### src/rtl/result_bus_pkg.sv
package result_bus_pkg;
  typedef enum logic {CODE_BINARY = 1'b0, CODE_TWOS = 1'b1} code_e;
endpackage

### src/rtl/result_hold.sv
module result_hold #(
  parameter int DATA_W = 16
) (
  input  logic              clk,
  input  logic              rst,
  input  logic              load,
  input  logic [DATA_W-1:0] din,
  output logic [DATA_W-1:0] q
);
  always_ff @(posedge clk) begin
    if (rst)       q <= '0;
    else if (load) q <= din;
  end

  assert_hold_only_on_load_R4: assert property (@(posedge clk) disable iff (rst)
    !load |=> $stable(q));
endmodule

### src/rtl/code_fmt.sv
module code_fmt
  import result_bus_pkg::*;
#(
  parameter int DATA_W = 16
) (
  input  code_e             mode,
  input  logic [DATA_W-1:0] raw,
  output logic [DATA_W-1:0] coded
);
  localparam int MSB = DATA_W - 1;
  generate
    if (DATA_W > 1) begin : g_wide
      assign coded = {raw[MSB] ^ (mode == CODE_TWOS), raw[MSB-1:0]};
    end else begin : g_bit
      assign coded = raw ^ (mode == CODE_TWOS);
    end
  endgenerate
endmodule

### src/rtl/half_tracker.sv
module half_tracker #(
  parameter int CONV_CYCLES = 16
) (
  input  logic clk,
  input  logic rst,
  input  logic busy,
  output logic early
);
  localparam int HALF  = CONV_CYCLES / 2;
  localparam int CNT_W = $clog2(CONV_CYCLES + 1);
  localparam logic [CNT_W-1:0] HALF_C = CNT_W'(HALF);
  localparam logic [CNT_W-1:0] MAX_C  = CNT_W'(CONV_CYCLES);

  logic [CNT_W-1:0] cnt;

  always_ff @(posedge clk) begin
    if (rst || !busy) begin
      cnt   <= '0;
      early <= 1'b0;
    end else begin
      early <= (cnt < HALF_C);
      if (cnt != MAX_C) cnt <= cnt + 1'b1;
    end
  end

  assert_early_off_when_idle_R10: assert property (@(posedge clk) disable iff (rst)
    !busy |=> !early);
  assert_early_needs_busy_R9: assert property (@(posedge clk) disable iff (rst)
    early |-> $past(busy));
endmodule

### src/rtl/result_bus_port.sv
module result_bus_port
  import result_bus_pkg::*;
#(
  parameter int DATA_W      = 16,
  parameter int CONV_CYCLES = 16
) (
  input  logic              clk,
  input  logic              rst,
  input  logic              ser_mode,
  input  logic              cs_n,
  input  logic              rd_n,
  input  logic              twos_sel,
  input  logic              busy,
  input  logic              done,
  input  logic [DATA_W-1:0] res_in,
  output logic [DATA_W-1:0] bus_data,
  output logic              bus_oe,
  output logic              conv_early
);
  logic [DATA_W-1:0] held;
  logic [DATA_W-1:0] coded;
  logic              rd_act;

  result_hold #(.DATA_W(DATA_W)) u_hold (
    .clk(clk), .rst(rst), .load(done), .din(res_in), .q(held)
  );

  code_fmt #(.DATA_W(DATA_W)) u_fmt (
    .mode(code_e'(twos_sel)), .raw(held), .coded(coded)
  );

  half_tracker #(.CONV_CYCLES(CONV_CYCLES)) u_half (
    .clk(clk), .rst(rst), .busy(busy), .early(conv_early)
  );

  assign rd_act = !cs_n && !rd_n && !ser_mode;

  always_ff @(posedge clk) begin
    if (rst) begin
      bus_oe   <= 1'b0;
      bus_data <= '0;
    end else begin
      bus_oe   <= rd_act;
      bus_data <= rd_act ? coded : '0;
    end
  end

  assert_quiet_when_off_R3: assert property (@(posedge clk) disable iff (rst)
    !bus_oe |-> (bus_data == '0));
  assert_select_gates_bus_R2: assert property (@(posedge clk) disable iff (rst)
    (cs_n || rd_n || ser_mode) |=> !bus_oe);
  assert_serial_blocks_bus_R3: assert property (@(posedge clk) disable iff (rst)
    ser_mode |=> !bus_oe);
endmodule

### config.mk
export PLATFORM = sky130hd
export DESIGN_NAME = result_bus_port
export DESIGN_NICKNAME = d
export VERILOG_FILES = /design/src/rtl/result_bus_pkg.sv /design/src/rtl/result_hold.sv /design/src/rtl/code_fmt.sv /design/src/rtl/half_tracker.sv /design/src/rtl/result_bus_port.sv
export SDC_FILE = /design/constraint.sdc
export NUM_CORES = 1
export LEC_CHECK = 0
export ABC_AREA = 1
export BUFFER_PORTS_ARGS = -buffer_cell sky130_fd_sc_hd__buf_2
export CAP_MARGIN = 20
export CORE_ASPECT_RATIO = 0.9
export CORE_MARGIN = 4
export CORE_UTILIZATION = 48
export DETAILED_ROUTE_END_ITERATION = 7
export PLACE_DENSITY = 0.75
export SYNTH_ARGS = -nofsm -noshare
export SYNTH_HDL_FRONTEND = slang
export SYNTH_SLANG_ARGS = --single-unit
### constraint.sdc
create_clock -name clk -period 1.3 [get_ports clk]
set_input_delay 0.195 -clock clk [delete_from_list [all_inputs] [get_ports clk]]
set_output_delay 0.195 -clock clk [all_outputs]
set_load 0.01 [all_outputs]
# Yosys cells after proc, flatten, opt, wreduce, memory -nomap -nowiden
# Index checks and enable logic that the tools add are counted.
[word_totals]
reg_bits = 39
latch_bits = 0
mem_bits_rw = 0
rom_bits = 0
wordCells = 18
n_memories = 0
[classes]
add_sub_neg = 1
mul = 0
n_div = 0
magnitude_cmp = 1
n_eq_ne = 1
shift = 0
mux = 0
n_bitwise = 2
reduce_logical = 8
[ops]
columns = ["operator", "n"]
rows = [
  ["5-bit by 1-bit adder with 5-bit output (second input constant)", 1],
  ["5-bit by 4-bit < comparator with 1-bit output (second input constant)", 1],
  ["5-bit != test (second input constant)", 1],
  ["1-bit logical NOT", 4],
  ["1-bit logical AND", 2],
  ["2-bit OR reduction", 1],
  ["1-bit logical OR", 1],
  ["1-bit inverter", 1],
  ["1-bit bitwise XOR", 1],
]

# Depth between registers and ports, before layout
# Gate-level depths: netlist of the first run.
[depth]
word_depth = 5
depth_mapped = 8
depth_no_buf = 8

# By module
# Synthesis of the first run repeated with hierarchy kept, for this count alone.
[hier_totals]
hier_cells = 214
hier_area_um2 = 1616.6
[by_module_without_submodules]
columns = ["mod", "instances", "cells_each", "area_each_um2", "seq_area_each_um2"]
rows = [
  ["result_hold", 1, 101, 670.6, 320.3],
  ["result_bus_port", 1, 54, 521.8, 340.3],
  ["half_tracker", 1, 39, 292.8, 120.1],
  ["code_fmt", 1, 20, 131.4, 0.0],
]

# Worst setup path after synthesis of the first run
# Ideal clock, no wire load.
[synth_path]
kind = "register to register"
start = "reg u_half.cnt[0]"
end = "reg u_half.cnt[1]"
setup_time_ns = 0.113
arrival_ns = 0.902
setup_slack_ns = 0.286
stages_incl_launch_ff = 9
n_path_buf = 0
path_cell_list = "dfxtp_1 > inv_1 > ha_1 > nand2_1 > inv_1 > nand2_1 > nand2_1 > nand2_1 > nor2_1"
[synth_between]
elab_chain_len = 1
elab_cells_between_ends = 2
cone_classes = "add/sub: 1; eq/ne: 1"
[synth_lines]
columns = ["element", "line_no", "text"]
rows = [
  ["start: declaration", "half_tracker.sv:14", "logic [CNT_W-1:0] cnt;"],
  ["start signal: assignment", "half_tracker.sv:22", "if (cnt != MAX_C) cnt <= cnt + 1'b1;"],
  ["5-bit by 1-bit adder with 5-bit output / 5-bit != test (equally long branches)", "half_tracker.sv:22", ""],
]
# Several ways; a longest one is shown, not always the timed one.
# A chain may end at the register's enable or synchronous reset.

# Final worst setup path of the first run
# Same ends and word-level chain as after synthesis.

==> impl_metrics.json, run 1 <==
{
  "setup_violations": 0,
  "cell_family_contributing_the_most_delay_on_the_critical_path": "flip-flops",
  "dp_worst_setup_slack_ps": 136,
  "yosysWarnings": 0,
  "grt_first_pass_wirelength_mm": 4.08,
  "path_buf_inv": 2,
  "r2r_cells": 8,
  "n_antenna_cell": 0,
  "setup_total_negative_slack_ps": 0,
  "ctsLongestPathBuffers": 2,
  "yosysUniqueCellTypes": 16,
  "timing.max_cap.violations": 0,
  "die_x_um": 62.6,
  "worst_setup_path_start_kind": "register",
  "hold_path.startpoint": "res_in[15]",
  "grt.total_usage_pct": 14.9,
  "post_route_cells_drive_above_1_share_pct": 26.4,
  "finalClockSkew_ps": 4.17,
  "placement.io_buffers": 41,
  "final_cell_mix": "41 x buf_2, 39 x dfxtp_1, 25 x inv_1",
  "grt_remaining_overflow": 0,
  "worstHoldPathType": "in2reg",
  "worstSkewPairLatency_ps": 340,
  "hold-path-endpoint": "u_hold.q[15]",
  "critical-path-slowest-cell": "dfxtp_1",
  "ioPinCount": 42,
  "post_synthesis_instance_area_um2": 1290,
  "cts_inserted_buffers": 5,
  "maxClockFrequency_mhz": 827,
  "crit_required_ps": 1550,
  "vdd_drop_max_uv": 617,
  "post_cts_resized": 0,
  "final_std_cell_area_no_fill_um2": 1560,
  "status": "completed",
  "worst-endpoint-arrival_ps": 1460,
  "postCtsHoldBufs": 0,
  "critical_path.reg2reg.startpoint": "u_half.cnt[0]",
  "r2r_end": "u_half.cnt[1]",
  "routedWlPerCell_um": 11.4,
  "drt_iter0_drc": 28,
  "fin_ws_ps": 91.0,
  "flop2flop_setup_slack_ps": 90,
  "most_frequent_standard_cell_in_the_layout_excluding_fill_and_tap_cells": "buf_2",
  "power-per-cell-area_nw_per_um2": 1260,
  "vias": 1076,
  "die_y_um": 57.1,
  "floorplan_row_count": 17,
  "tightest_slew_ps": 326,
  "clk_pin_slew_worst_paths_ps": 100,
  "antenna_violations_before_repair": 0,
  "finalWorstPathRequiredPeriod_ps": 1210,
  "via_count_of_the_first_global_routing_pass": 982,
  "clock_tree.root_cell": "clkbuf_4",
  "ant_nets": 0,
  "critPathMostFrequentCell": "nand2_1",
  "final_design_utilization_pct": 62.2,
  "synthesis.area_per_instance_um2": 8.75,
  "ctsHtreeMaxLevel": 2,
  "number_of_standard_cells_after_synthesis": 147,
  "instance_area_after_placement_um2": 1510,
  "drc": 0,
  "nets": 218,
  "cp_cell_sequence": "inv_1, ha_1, nand2_1, inv_1, nand2_1, nand2_1, nand2_1, nor2_1",
  "gp_congestion": 0.697,
  "max_slew_vio_count": 0,
  "tritoncts_num_sinks": 39,
  "worst-path-max-fanout": 4,
  "dpl.hpwl_mm": 1.87,
  "synth_fp_nets": 173,
  "hold_violations": 0,
  "largest_net_degree_at_the_start_of_global_routing": 31,
  "detailedRoute.firstPassIterationCount": 4,
  "path_class": "reg2reg",
  "number_of_cells_on_the_worst_hold_path": 3,
  "rsz_0062_raised_after_global_routing": "false",
  "ys_ff_latch": 39,
  "drt_wl_total_mm": 2.52,
  "fill_cells": 233,
  "initial_core_util_pct": 51.2,
  "layout-area-overhead-vs-synth_pct": 21.4,
  "via_per_inst": 4.87,
  "cts_setup_buffers": 0,
  "synth-seq-area-share_pct": 60.7,
  "coreArea_um2": 2510,
  "whs_ps": 75.2,
  "critical-path-max-stage-delay_ps": 400,
  "die_area_um2": 3570,
  "worstSetupEndpointType": "register",
  "worstSetupStartpoint": "u_half.cnt[0]",
  "tritoncts": "yes",
  "max-slew-margin-rel_pct": 78.2,
  "final_min_period_over_clock_period_pct": 93.0,
  "leakage_uw": 0.000756
}
-- metrics by stage --
stage	instances	total power [uW]
after global routing	221	2060
after global placement	213	1420
final	221	1970
after floorplan	147	1370
after CTS	221	1990
after detailed placement	213	1430
-- logic make-up after synthesis --
family	after synthesis	share of synthesized area, %
xor gates and xnor gates	2	1.36
and+or+nand+nor	40	13.1
adders and majority gates	2	1.95
buffers and inverters	30	9.63
AOI/OAI and AO/OA	34	13.2
DFF	39	60.7
-- final cells by class --
class	instances	area, um2	area share, %
Inverter	25	93.8	6.01
Multi-Input combinational cell	78	382	24.4
Clock buffer	7	45.0	2.88
Sequential cell	39	781	50.0
Timing Repair Buffer	43	220	14.1
Tap cell	28	35.0	2.24
Clock inverter	1	5.00	0.321
-- worst min-delay path: cells and delay by family --
| kind | cells | cell delay (ps) |
|---|---|---|
| simple gates | 2 | 110 |
| buf+inv | 1 | 70 |
-- synthesized netlist by cell type --
master / instances / area (um2)
nand2_2: 1 / 6.26
nand2_1: 9 / 33.8
nand3_1: 3 / 15.0
xnor2_1: 2 / 17.5
nor3_2: 1 / 10.0
nor3_1: 1 / 5.00
nor2_1: 23 / 86.3
a21oi_1: 18 / 90.1
o21ai_0: 16 / 80.1
buf_2: 3 / 15.0
buf_6: 1 / 11.3
inv_1: 25 / 93.8
nand4_1: 2 / 12.5
dfxtp_1: 39 / 781
clkbuf_1: 1 / 3.75
ha_1: 2 / 25.0
-- flip-flops by register name, indices dropped and copies added (netlist names) --
register,cells
bus_oe,1
u_half.cnt,5
u_half.early,1
bus_data,16
u_hold.q,16
-- where the power goes --
part	internal [uW]	total (uW)	switching (uW)	leakage, uW
Sequential	1240	1250	14.4	0.000319
Combinational	64.9	150	84.8	0.000407
Clock	211	570	359	0.0000293
Total	1520	1970	458	0.000756
-- how the worst max path moves through the flow --
stage          slack (ps)       endpoint  depth (start not counted)
3_3_place_gp          270  u_half.cnt[1]                          8
3_5_place_dp          140  u_half.cnt[1]                          8
5_1_grt                30  u_half.cnt[1]                          8
2_1_floorplan         290  u_half.cnt[1]                          8
6_report               90  u_half.cnt[1]                          8
4_1_cts               120  u_half.cnt[1]                          8
-- layer usage --
metal / vias to the layer above / GRT usage, % / share of wire (%)
met5: - / 0 / 0
met4: 0 / 7.86 / 2.3
met3: 6 / 5.51 / 6.3
met2: 36 / 28.1 / 50
met1: 485 / 14.0 / 41
li1: 549 / - / -
(Power assumes the default switching activity.)
==> run 2, diff against run 1 <==
==> constraint.sdc (replaced) <==
create_clock -name clk -period 1.3 [get_ports clk]
set_input_delay 0.26 -clock clk [delete_from_list [all_inputs] [get_ports clk]]
set_output_delay 0.26 -clock clk [all_outputs]
set_load 0.01 [all_outputs]
==> run 2 against run 1 <==
Count of clock-buffer cells in the layout fell by 1. Fmax rose by 2.1%. Via count fell by 1.5%. Setup slack improved by 25 ps. Wire length fell by 2.7%. Clock skew rose by 3.0 ps. Non-clock buffer count rose by 1. Total power rose by 13%. Worst hold slack improved by 80 ps. Register-to-register slack improved by 20 ps. Sequential share of layout area fell by 1.4 points. First-iteration DRC count rose by 57%. Critical path type unchanged. Critical endpoint unchanged.
==> impl_metrics.json, run 2 (synthesis results as in run 1) <==
{
  "status": "completed",
  "largest_net_degree_at_the_start_of_global_routing": 25,
  "post_cts_resized": 0,
  "tightest_slew_ps": 331,
  "setup_violations": 0,
  "die_x_um": 62.6,
  "rsz_0062_raised_after_global_routing": "false",
  "clk_pin_slew_worst_paths_ps": 110,
  "timing.max_cap.violations": 0,
  "hold_violations": 0,
  "grt_remaining_overflow": 0,
  "ctsHtreeMaxLevel": 2,
  "tritoncts": "yes",
  "gp_congestion": 0.712,
  "die_y_um": 57.1,
  "ant_nets": 0,
  "die_area_um2": 3570,
  "worst-endpoint-arrival_ps": 1430,
  "grt_use_met1_pct": 15.9,
  "path_class": "reg2reg",
  "final_min_period_over_clock_period_pct": 91.1,
  "tritoncts_num_sinks": 39,
  "path_buf_inv": 2,
  "finalClockSkew_ps": 7.15,
  "vdd_drop_max_uv": 825,
  "critical-path-max-stage-delay_ps": 400,
  "cts_setup_buffers": 0,
  "coreArea_um2": 2510,
  "leakage_uw": 0.000779,
  "busiest_layer": "met2",
  "ctsLongestPathBuffers": 2,
  "postCtsHoldBufs": 0,
  "power-per-cell-area_nw_per_um2": 1390,
  "maxClockFrequency_mhz": 844,
  "initial_core_util_pct": 51.2,
  "ioPinCount": 42,
  "grt_first_pass_wirelength_mm": 4.16,
  "vias": 1060,
  "reg.largest.list": "bus_data x16, u_hold.q x16, u_half.cnt x5",
  "post_route_cells_drive_above_1_share_pct": 27.8,
  "final_cell_mix": "41 x buf_2, 39 x dfxtp_1, 25 x inv_1",
  "flop2flop_setup_slack_ps": 120,
  "cell_family_contributing_the_most_delay_on_the_critical_path": "flip-flops",
  "placement.io_buffers": 41,
  "drt_iter0_drc": 44,
  "antenna_violations_before_repair": 0,
  "worst-path-max-fanout": 4,
  "critical-path-slowest-cell": "dfxtp_1",
  "layout-area-overhead-vs-synth_pct": 24.8,
  "drt_wl_total_mm": 2.45,
  "crit_required_ps": 1540,
  "max_slew_vio_count": 0,
  "worstHoldPathType": "in2reg",
  "via_count_of_the_first_global_routing_pass": 1002,
  "grt_util_met2_pct": 26.3,
  "dpl.hpwl_mm": 1.76,
  "cts_inserted_buffers": 5,
  "setup_total_negative_slack_ps": 0,
  "number_of_cells_on_the_worst_hold_path": 3,
  "nets": 219,
  "dp_worst_setup_slack_ps": 180,
  "worstSkewPairLatency_ps": 340,
  "drc": 0,
  "routedWlPerCell_um": 11.1,
  "cp_cell_sequence": "inv_1, ha_1, nand2_1, inv_1, nand2_1, nand2_1, nand2_1, nor2_1",
  "clock_tree.root_cell": "clkbuf_4",
  "critPathMostFrequentCell": "nand2_1",
  "most_frequent_standard_cell_in_the_layout_excluding_fill_and_tap_cells": "buf_2",
  "n_antenna_cell": 0,
  "fin_ws_ps": 116,
  "detailedRoute.firstPassIterationCount": 5,
  "worst_setup_path_start_kind": "register",
  "worstSetupEndpointType": "register",
  "r2r_cells": 8,
  "finalWorstPathRequiredPeriod_ps": 1180,
  "grt.total_usage_pct": 15.1,
  "floorplan_row_count": 17,
  "worstSetupPathDepth": 8,
  "max-slew-margin-rel_pct": 77.8,
  "global_route.usage.met3_pct": 7.28,
  "via_per_inst": 4.77
}
[run 2: cell count changes in the layout (fill, tap and decap cells not counted), sizes merged]
cell and change:
buf +1, bufinv +1, clkbuf -1
[run 2: per-stage QoR]
step	area [um2]	utilization [%]	hold WS [ps]	cells	total power [uW]
5_1_grt	1610	64.0	138	222	2340
6_report	1610	64.0	155	222	2230
3_3_place_gp	1520	60.5	419	214	1430
3_5_place_dp	1520	60.5	425	214	1430
2_1_floorplan	1290	-	395	147	1370
4_1_cts	1610	64.0	155	222	2250
[run 2: layout make-up]
| cell class | count | area (um2) |
|---|---|---|
| fillers | 242 | 905 |
| flip-flops and latches | 39 | 781 |
| multi-input cells | 78 | 382 |
| repair buffers | 44 | 228 |
| inverters | 25 | 93.8 |
| clock buffers | 6 | 51.3 |
| clock inverters | 2 | 35.0 |
| well taps | 28 | 35.0 |
[run 2: per-layer routing]
metal | vias up | share of wire (%)
li1 | 550 | -
met1 | 464 | 42
met2 | 37 | 49
met3 | 9 | 6.6
met4 | 0 | 1.8
met5 | - | 0
[run 2: worst paths after layout]
check	startpoint	to
setup reg to reg	u_half.cnt[0]	u_half.cnt[1]
hold reg to reg	u_hold.q[9]	bus_data[9]
setup / recovery	u_half.cnt[0]	u_half.cnt[1]
hold / removal	res_in[15]	u_hold.q[15]
[run 2: report_power, final]
part | total [uW] | internal [uW] | switching, uW | leakage (uW)
sequential | 1250 | 1240 | 14.2 | 0.000319
clock | 826 | 454 | 372 | 0.0000482
combinational | 151 | 66.8 | 84.7 | 0.000412
[run 2: worst min-delay path: stages]
cell,delay [ps]
buf_2,80
nor2_1,30
nor2_1,90
==> run 3, diff against run 2 <==
--- a/config.mk
+++ b/config.mk
@@ -10,9 +10,10 @@
 export CAP_MARGIN = 20
 export CORE_ASPECT_RATIO = 0.9
 export CORE_MARGIN = 4
-export CORE_UTILIZATION = 48
+export CORE_UTILIZATION = 51
 export DETAILED_ROUTE_END_ITERATION = 7
-export PLACE_DENSITY = 0.75
+export PLACE_DENSITY = 0.76
 export SYNTH_ARGS = -nofsm -noshare
 export SYNTH_HDL_FRONTEND = slang
+export SYNTH_HIERARCHICAL = 1
 export SYNTH_SLANG_ARGS = --single-unit
==> run 3 against run 2 <==
Global-route usage down 2.3 points. Setup slack better by 94 ps. Cell count up 29%. Count of clock-buffer cells in the layout unchanged. Clock power down 29%. Critical endpoint is now u_half/cnt[0]. Largest cell class unchanged.
==> impl_metrics.json, run 3 <==
{
  "maxClockFrequency_mhz": 917,
  "dpl.hpwl_mm": 1.75,
  "synth_fp_nets": 240,
  "synth-edff-count": 0,
  "detailedRoute.firstPassIterationCount": 4,
  "synthesis.area_per_instance_um2": 7.55,
  "via_per_inst": 4.14,
  "worstSetupEndpointType": "register",
  "tightest_slew_ps": 453,
  "antenna_violations_before_repair": 0,
  "vias": 1189,
  "yosysUniqueCellTypes": 15,
  "placement.io_buffers": 41,
  "critical-path-max-stage-delay_ps": 390,
  "synth_largest_area_cell": "dfxtp_1",
  "number_of_standard_cells_after_synthesis": 214,
  "grt_first_pass_wirelength_mm": 3.82,
  "finalWorstPathRequiredPeriod_ps": 1090,
  "path_class": "reg2reg",
  "cp_cell_sequence": "inv_1, ha_1, nand2_1, inv_1, a21oi_1, nor2_1",
  "die_y_um": 61.4,
  "path_buf_inv": 2,
  "worstSkewPairLatency_ps": 340,
  "commonest_cells_in_the_synthesized_netlist": "43 x inv_1, 42 x nand2_1, 40 x nor2_1",
  "tritoncts": "yes",
  "via_count_of_the_first_global_routing_pass": 918,
  "final_design_utilization_pct": 58.8,
  "final_min_period_over_clock_period_pct": 83.9,
  "fill_cells": 318,
  "worst-endpoint-arrival_ps": 1330,
  "grt_remaining_overflow": 0,
  "clock_tree.root_cell": "clkbuf_4",
  "critical-path-slowest-cell": "dfxtp_1",
  "leakage_uw": 0.000950,
  "status": "completed",
  "final_cell_mix": "43 x inv_1, 42 x nand2_1, 41 x buf_2",
  "max_slew_vio_count": 0,
  "cts_inserted_buffers": 5,
  "hold_violations": 0,
  "drt_iter0_drc": 50,
  "crit_required_ps": 1540,
  "area_occupied_by_multi_input_gates_um2": 509,
  "instance_area_after_placement_um2": 1740,
  "critPathMostFrequentCell": "inv_1",
  "reg.largest.list": "bus_data x16, u_hold/q x16, u_half/cnt x5",
  "finalClockSkew_ps": 9.08,
  "whs_ps": 195,
  "ys_ff_latch": 39,
  "post_synth_main_area_contributors": "dfxtp_1 48%, inv_1 10%, nand2_1 9.8%, nor2_1 9.3%, buf_4 7.4%",
  "yosysWarnings": 6,
  "timing.max_cap.violations": 0,
  "vdd_drop_max_uv": 686,
  "power-per-cell-area_nw_per_um2": 1140,
  "layout.area.seq_um2": 781,
  "async_set_or_reset_register_ratio_after_synthesis_pct": 0,
  "tritoncts_num_sinks": 39,
  "nets": 270,
  "setup_total_negative_slack_ps": 0,
  "drt_wl_total_mm": 2.42,
  "layout.cells.non_filler": 287,
  "synthMostInstantiatedCell": "inv_1",
  "final_std_cell_area_no_fill_um2": 1790,
  "most_frequent_standard_cell_in_the_layout_excluding_fill_and_tap_cells": "inv_1",
  "postCtsHoldBufs": 0,
  "post_route_cells_drive_above_1_share_pct": 26.9,
  "max-slew-margin-rel_pct": 69.7,
  "layout-area-overhead-vs-synth_pct": 10.8,
  "netlist.area_leader.share_pct": 48.3,
  "synthFlopType": "dfxtp_1",
  "cts_setup_buffers": 0,
  "clk_pin_slew_worst_paths_ps": 120,
  "worstHoldPathType": "in2reg",
  "routedWlPerCell_um": 8.43,
  "cell_family_contributing_the_most_delay_on_the_critical_path": "flip-flops",
  "ioPinCount": 42,
  "worst-path-max-fanout": 5,
  "ant_nets": 0,
  "ctsLongestPathBuffers": 2,
  "coreArea_um2": 3040,
  "die_x_um": 67.3,
  "die_area_um2": 4140,
  "worst_setup_path_start_kind": "register",
  "grt.total_usage_pct": 12.7,
  "largest_net_degree_at_the_start_of_global_routing": 22,
  "post_cts_resized": 0,
  "floorplan_row_count": 19,
  "rsz_0062_raised_after_global_routing": "false",
  "flop2flop_setup_slack_ps": 210,
  "gp_congestion": 0.706,
  "drc": 0,
  "initial_core_util_pct": 53.1,
  "post_synthesis_instance_area_um2": 1620,
  "n_antenna_cell": 0,
  "place.detailed.instances": 279,
  "ctsHtreeMaxLevel": 2,
  "synth-seq-area-share_pct": 48.3,
  "setup_violations": 0
}
==> run 3: cell types whose count changed in the layout (fill, tap and decap cells not counted), moves of 2 or more <==
cell	before	now
a21oi_1	18	4
nor2_4	0	2
nor2_1	23	40
nand2_1	9	42
o21ai_0	16	0
inv_1	25	43
nor2_2	0	13
buf_4	3	1
==> run 3: worst paths after layout <==
| path | from | end | cells past startpoint |
|---|---|---|---|
| min reg2reg | u_hold/q[8] | bus_data[8] | 2 |
| min | res_in[3] | u_hold/q[3] | 5 |
| max | u_half/cnt[0] | u_half/cnt[0] | 6 |
| max reg2reg | u_half/cnt[0] | u_half/cnt[0] | 6 |
==> run 3: metrics by stage <==
| step | power (uW) | worst slack (ps) |
|---|---|---|
| after floorplan | 1460 | 307 |
| after CTS | 2070 | 215 |
| after global routing | 2140 | 125 |
| final | 2040 | 209 |
| after detailed placement | 1480 | 230 |
| after global placement | 1480 | 277 |
==> run 3: worst min-delay path, stage by stage <==
cell and delay [ps]:
buf_2 90, inv_1 40, nand2_1 40, nand2_1 50
nor2_1 30
==> run 3: layer usage <==
metal / routed length (um) / GRT usage (%) / vias to the layer above
li1: - / - / 655
met1: 1020 / 14.7 / 489
met2: 1130 / 20.3 / 38
met3: 208 / 4.20 / 7
met4: 58 / 8.67 / 0
met5: 0 / 0 / -
==> run 3: cell families after synthesis <==
kind of cell	Yosys count	share of synthesized area, %
and+or+nand+nor	105	28.2
buffers and inverters	63	20.2
DFF	39	48.3
AOI/OAI and AO/OA	4	1.24
adders and majority gates	2	1.55
xor gates and xnor gates	1	0.542
==> run 3: layout make-up <==
cell class | count | area share [%]
flip-flops and latches | 39 | 43.6
multi-input cells | 112 | 28.4
repair buffers | 43 | 13.0
inverters | 43 | 9.01
well taps | 42 | 2.94
clock buffers | 6 | 2.31
clock inverters | 2 | 0.699
==> run 3: report_power, final <==
| part | internal, uW | switching [uW] | leakage [uW] |
|---|---|---|---|
| registers | 1240 | 21.3 | 0.000319 |
| clock network | 209 | 375 | 0.0000282 |
| logic | 85.2 | 108 | 0.000602 |
| total | 1530 | 505 | 0.000950 |
